## src/rtl/irqlc_pkg.sv

```systemverilog
package irqlc_pkg;

  // State encoding: bit 1 = in service, bit 0 = waiting
  typedef enum logic [1:0] {
    ST_IDLE    = 2'b00,
    ST_PEND    = 2'b01,
    ST_ACT     = 2'b10,
    ST_ACTPEND = 2'b11
  } lifeState_t;

  // Per-source strobes from control to datapath
  typedef struct packed {
    logic raise;      // request recognised this cycle
    logic ack;        // legal local acknowledge
    logic done;       // legal completion
    logic remoteClr;  // acknowledge from another interface on a shared source
  } srcStrobe_t;

endpackage

```

## src/rtl/irqlc_ctrl.sv

```systemverilog
module irqlc_ctrl
  import irqlc_pkg::*;
#(
  parameter int NUM_SRC = 16,
  parameter int NUM_SGI = 4,
  parameter int ID_W    = $clog2(NUM_SRC)
) (
  input  logic               clk,
  input  logic               rst,
  input  logic [NUM_SRC-1:0] reqIn,
  input  logic [NUM_SRC-1:0] edgeSel,
  input  logic [NUM_SRC-1:0] enable,
  input  logic               ackValid,
  input  logic [ID_W-1:0]    ackId,
  input  logic               eoiValid,
  input  logic [ID_W-1:0]    eoiId,
  input  logic               remoteAckValid,
  input  logic [ID_W-1:0]    remoteAckId,
  input  lifeState_t         curState [NUM_SRC],
  output srcStrobe_t         strb     [NUM_SRC],
  output logic               eoiErr
);

  logic [NUM_SRC-1:0] reqPrev;
  logic [NUM_SRC-1:0] doneVec;
  logic               eoiErrQ;

  always_ff @(posedge clk) begin
    if (rst) reqPrev <= '0;
    else     reqPrev <= reqIn;
  end

  for (genvar i = 0; i < NUM_SRC; i++) begin : g_src
    logic reqSeen;
    logic remoteHit;

    always_comb begin
      if (edgeSel[i]) reqSeen = reqIn[i] & ~reqPrev[i];
      else            reqSeen = reqIn[i];
    end

    if (i < NUM_SGI) begin : g_private
      assign remoteHit = 1'b0;
    end else begin : g_shared
      assign remoteHit = remoteAckValid && (remoteAckId == ID_W'(i));
    end

    always_comb begin
      strb[i].raise     = enable[i] & reqSeen;
      strb[i].ack       = ackValid && (ackId == ID_W'(i)) && enable[i] &&
                          (curState[i] == ST_PEND);
      strb[i].done      = eoiValid && (eoiId == ID_W'(i)) && curState[i][1];
      strb[i].remoteClr = remoteHit;
      doneVec[i]        = strb[i].done;
    end
  end

  // Completion that hit nothing: flag one cycle later
  always_ff @(posedge clk) begin
    if (rst) eoiErrQ <= 1'b0;
    else     eoiErrQ <= eoiValid && (doneVec == '0);
  end

  assign eoiErr = eoiErrQ;

endmodule

```

## src/rtl/irqlc_datapath.sv

```systemverilog
module irqlc_datapath
  import irqlc_pkg::*;
#(
  parameter int NUM_SRC = 16
) (
  input  logic               clk,
  input  logic               rst,
  input  logic [NUM_SRC-1:0] enable,
  input  srcStrobe_t         strb     [NUM_SRC],
  output lifeState_t         curState [NUM_SRC],
  output logic [NUM_SRC-1:0] pendingOut,
  output logic [NUM_SRC-1:0] activeOut
);

  for (genvar i = 0; i < NUM_SRC; i++) begin : g_cell
    lifeState_t stateQ;
    logic       nxtPend;
    logic       nxtAct;

    always_comb begin
      // Acknowledge or remote clear drop the old waiting status;
      // only a request seen in this very cycle keeps it.
      if (strb[i].ack || strb[i].remoteClr) nxtPend = strb[i].raise;
      else                                  nxtPend = stateQ[0] | strb[i].raise;

      if (strb[i].ack)       nxtAct = 1'b1;
      else if (strb[i].done) nxtAct = 1'b0;
      else                   nxtAct = stateQ[1];
    end

    always_ff @(posedge clk) begin
      if (rst) stateQ <= ST_IDLE;
      else     stateQ <= lifeState_t'({nxtAct, nxtPend});
    end

    assign curState[i]   = stateQ;
    assign pendingOut[i] = stateQ[0] & enable[i];
    assign activeOut[i]  = stateQ[1];
  end

endmodule

```

## src/rtl/irq_lifecycle_tracker.sv

```systemverilog
module irq_lifecycle_tracker
  import irqlc_pkg::*;
#(
  parameter int NUM_SRC = 16,
  parameter int NUM_SGI = 4,
  localparam int ID_W   = (NUM_SRC > 1) ? $clog2(NUM_SRC) : 1
) (
  input  logic               clk,
  input  logic               rst,
  input  logic [NUM_SRC-1:0] reqIn,
  input  logic [NUM_SRC-1:0] edgeSel,
  input  logic [NUM_SRC-1:0] enable,
  input  logic               ackValid,
  input  logic [ID_W-1:0]    ackId,
  input  logic               eoiValid,
  input  logic [ID_W-1:0]    eoiId,
  input  logic               remoteAckValid,
  input  logic [ID_W-1:0]    remoteAckId,
  output logic [NUM_SRC-1:0] pendingOut,
  output logic [NUM_SRC-1:0] activeOut,
  output logic               eoiErr
);

  lifeState_t curState [NUM_SRC];
  srcStrobe_t strb     [NUM_SRC];

  irqlc_ctrl #(
    .NUM_SRC(NUM_SRC),
    .NUM_SGI(NUM_SGI),
    .ID_W   (ID_W)
  ) ctrl_i (
    .clk           (clk),
    .rst           (rst),
    .reqIn         (reqIn),
    .edgeSel       (edgeSel),
    .enable        (enable),
    .ackValid      (ackValid),
    .ackId         (ackId),
    .eoiValid      (eoiValid),
    .eoiId         (eoiId),
    .remoteAckValid(remoteAckValid),
    .remoteAckId   (remoteAckId),
    .curState      (curState),
    .strb          (strb),
    .eoiErr        (eoiErr)
  );

  irqlc_datapath #(
    .NUM_SRC(NUM_SRC)
  ) dp_i (
    .clk       (clk),
    .rst       (rst),
    .enable    (enable),
    .strb      (strb),
    .curState  (curState),
    .pendingOut(pendingOut),
    .activeOut (activeOut)
  );

endmodule

```

## config.mk

```make
export PLATFORM = sky130hd
export DESIGN_NAME = irq_lifecycle_tracker
export DESIGN_NICKNAME = d
export VERILOG_FILES = /design/src/rtl/irqlc_pkg.sv /design/src/rtl/irqlc_ctrl.sv /design/src/rtl/irqlc_datapath.sv /design/src/rtl/irq_lifecycle_tracker.sv
export SDC_FILE = /design/constraint.sdc
export NUM_CORES = 1
export LEC_CHECK = 0
export CAP_MARGIN = 15
export CORE_MARGIN = 1.5
export CORE_UTILIZATION = 40
export DETAILED_ROUTE_END_ITERATION = 6
export GPL_ROUTABILITY_DRIVEN = 0
export GPL_TIMING_DRIVEN = 0
export PLACE_DENSITY = 0.76
export SETUP_SLACK_MARGIN = 0.1
export SLEW_MARGIN = 15
export SYNTH_ARGS = -nofsm -noshare
export SYNTH_HDL_FRONTEND = slang
export SYNTH_HIERARCHICAL = 1
export SYNTH_SLANG_ARGS = --single-unit
```

## constraint.sdc

```tcl
create_clock -name clk -period 2.07 [get_ports clk]
set_input_delay 0.414 -clock clk [delete_from_list [all_inputs] [get_ports clk]]
set_output_delay 0.414 -clock clk [all_outputs]
set_load 0.02 [all_outputs]
```

==> key figures <==
Status
  – Status: complete, no violations

Run
  – Maxcap violations: 0

Synth
  – Most frequent cells after synthesis: 49 x dfxtp_1, 34 x nand2_1, 33 x a21oi_1
  – Yosys warns: 6
  – Post-synthesis cell count: between 300 and 400
  – Post-synthesis sequential area ratio: a little over a third
  – Netlist cell types: 31
  – Synth top area share: between 30% and 40%
  – Mapped Area: roughly 2800 µm²
  – Number of synthesized flops with an enable pin: 0
  – Main synth FF type: dfxtp_1
  – Mapped Avg Cell Area: about 8.0 µm²
  – Synth area leader: dfxtp_1
  – Top-count cell post-synth: dfxtp_1
  – Yosys reg bits: about 50
  – Asr flop ratio synth: 0%
  – Synth top area cells: dfxtp_1 35%, buf_4 8.6%, a21oi_1 5.9%

Global route
  – Tot GR Track Use: between 10% and 20%
  – GRT busiest layer: met2
  – Global-route wire length before repair: about 11 mm
  – M3 GR Usage: between 4 and 5%
  – M1 GR Usage: between 20 and 25%
  – Grt ovf: 0
  – Initial antenna violation count: 0
  – Largest net degree at the start of global routing: 15
  – Number of global-route vias before repair: between 2,000 and 2,500
  – Met2 Use GR: between 30% and 40%

STA
  – Worst Clk Skew: 0.00249 ns
  – Final setup violation count: 0
  – PnR worst setup slack: around 0.16 ns
  – RSZ-0062 raised after global routing: false
  – Final Hold Vio Count: 0
  – Worst-margin pin slew: ~0.7 ns
  – Fin crit period: around 1.9 ns
  – Final-report max-slew violation count: 0
  – F_max: between 500 and 600 MHz
  – Final period util: approximately 90%
  – Slew HR: a little over half

Critical path
  – Type of destination of the critical path: flop
  – Flop2flop setup slack: between 0.5 and 0.6 ns
  – Req. time, crit path: ~2.3 ns
  – Crit path launch type: input pin
  – CP arrival: approximately 2.1 ns
  – Reg2reg start: dp_i/g_cell[9].stateQ[1]
  – Crit path max fanout: 7
  – CP cell instances: clkdlybuf4s50_1 > and3b_1 > and3_4 > or4b_4 > nor4_2
  – Critical Path End: ctrl_i/eoiErr
  – CP Class: in2reg
  – R2r endpoint: ctrl_i/eoiErr
  – R2R cell count: 5
  – Crit path largest cell delay: ~0.5 ns
  – Critical Path Slowest Stage Cell: clkdlybuf4s50_1
  – Crit path from: eoiId[2]

Route
  – Iteration-0 DRC Markers: 95
  – Antenna-violating nets left: 0
  – Vias: about 2,600
  – Final wirelength: approximately 7.0 mm
  – Vias per cell: approximately 5
  – Post-route DRC: 0
  – WL/cell: between 10 and 15 µm
  – First-pass detailed-route iteration total: 4

Clocking
  – Worst-path clk slew: around 0.090 ns
  – CTS Buffer Depth: 2
  – CTS root buf: clkbuf_8
  – Num CTS Buffers: 5
  – Post-CTS Hold Buffers: 0
  – Worst-Skew Late Latency: approximately 0.30 ns
  – CTS tree: done
  – H-tree lvl count: 2
  – Clk sinks: 49

Power
  – Leakage: between 1.5 and 2 nW
  – Pint: ~1.5 mW
  – Sw Share: 24.4%
  – Worst VDD drop: between 0.0003 and 0.0004 V
  – Logic gate share of total power: between 15 and 20%
  – Pwr dens: ~520 nW/µm²
  – Sequential fraction of design power: 49.3%
  – Total power: roughly 2 mW
  – Sw Pwr: between 0.4 and 0.5 mW
  – Clock power frac: about a third

Place
  – IO Port Bufs: 95
  – Final HPWL DP: between 5 and 6 mm
  – DP Area: 3840 µm²
  – Dpl ws: -0.213 ns

Floorplanning
  – Initial Util: around two fifths
  – Die X: ~86 µm
  – I/O pins: just under 100
  – CORE AREA: ~6800 µm²
  – Vert. Die Dim: 86.3 µm
  – Die area: 7450 µm²
  – Row count: 30

Layout
  – Nets: between 500 and 600
  – # fillers: 640
  – Share of cells above drive strength 1: between 10% and 20%
  – Final Cell Area: between 3000 and 4000 µm²
  – Layout area overhead: 41.4%
  – Diodes inserted: 0

Worst hold path
  – Hold Path Class: reg2reg
==> kinds of logic after synthesis <==
| kind of cell | share of synthesized area (%) |
|---|---|
| mux | 1.76 |
| flops | 35.3 |
| simple gates | 36.9 |
| compound gates | 11.9 |
| buf+inv | 14.0 |
| other cells | 0.135 |
==> stage by stage <==
step	hold slack (ns)	utilization (%)	cells	TNS, ns
detailed placement	0.478	56.8	527	-1.47
floorplan	0.469	-	352	0
global route	0.510	58.1	534	0
global placement	0.473	56.8	527	-0.903
finish	0.491	58.1	534	0
CTS	0.494	58.1	534	0
==> power groups by stage <==
| stage | Sequential, mW | Combinational, mW | Clock (mW) |
|---|---|---|---|
| CTS | 0.999 | 0.355 | 0.694 |
| floorplan | 1.02 | 0.160 | 0 |
| finish | 0.999 | 0.353 | 0.674 |
| detailed placement | 1.02 | 0.363 | 0 |
| global route | 1.00 | 0.385 | 0.728 |
| global placement | 1.02 | 0.359 | 0 |
==> cell usage in the layout (no fill, tap or decap), drive strengths merged, types with 6 or more instances in the layout <==
cell type	n
a21oi	49
and2	17
and3	14
buf	37
clkbuf	6
clkdlybuf4s50	77
dfxtp	49
dlygate4sd2	16
inv	32
nand2	34
nand2b	20
nand3	8
nand3b	6
nor2	16
nor2b	18
nor3	7
nor4	13
or3b	18
==> routing by layer <==
layer	vias to the layer above	routed length [µm]	part of all wire [%]
li1	1340	-	-
met1	1188	3210	46
met2	82	3240	46
met3	11	486	6.9
met4	0	87	1.2
met5	-	0	0
==> layout make-up <==
class | instances | area, µm² | area share [%]
Multi-Input combinational cell | 233 | 1420 | 36.1
Sequential cell | 49 | 981 | 25.0
Timing Repair Buffer | 95 | 936 | 23.8
Buffer | 38 | 269 | 6.85
Inverter | 32 | 120 | 3.06
Tap cell | 80 | 100 | 2.55
Clock buffer | 5 | 68.8 | 1.75
Clock inverter | 2 | 35.0 | 0.892
==> critical path, delay by kind of cell <==
family	cells	cell delay, ns
AND/OR/NAND/NOR	4	1.20
buffers and inverters	1	0.50
==> state kept, by name, summed over array words and instances (netlist names) <==
signal	count
dp_i/g_cell.stateQ	32
ctrl_i/eoiErr	1
ctrl_i/reqPrev	16
==> repair_timing <==
item / in CTS / in global routing
setup endpoints to repair: 16 / 1
buffers inserted: 0 / 0
gates resized for setup: 16 / 2
==> worst min path at each step <==
stage,startpoint,end,slack (ns),cells past startpoint
final,dp_i/g_cell[0].stateQ[1],dp_i/g_cell[0].stateQ[1],0.49,2
after global routing,dp_i/g_cell[2].stateQ[1],dp_i/g_cell[2].stateQ[1],0.51,2
after CTS,dp_i/g_cell[12].stateQ[1],dp_i/g_cell[12].stateQ[1],0.49,2
after detailed placement,dp_i/g_cell[12].stateQ[1],dp_i/g_cell[12].stateQ[1],0.48,2
after global placement,dp_i/g_cell[1].stateQ[1],dp_i/g_cell[1].stateQ[1],0.47,2
after floorplan,ctrl_i/reqPrev[15],dp_i/g_cell[15].stateQ[0],0.47,3
No activity file was read; power rests on OpenSTA's default activity.
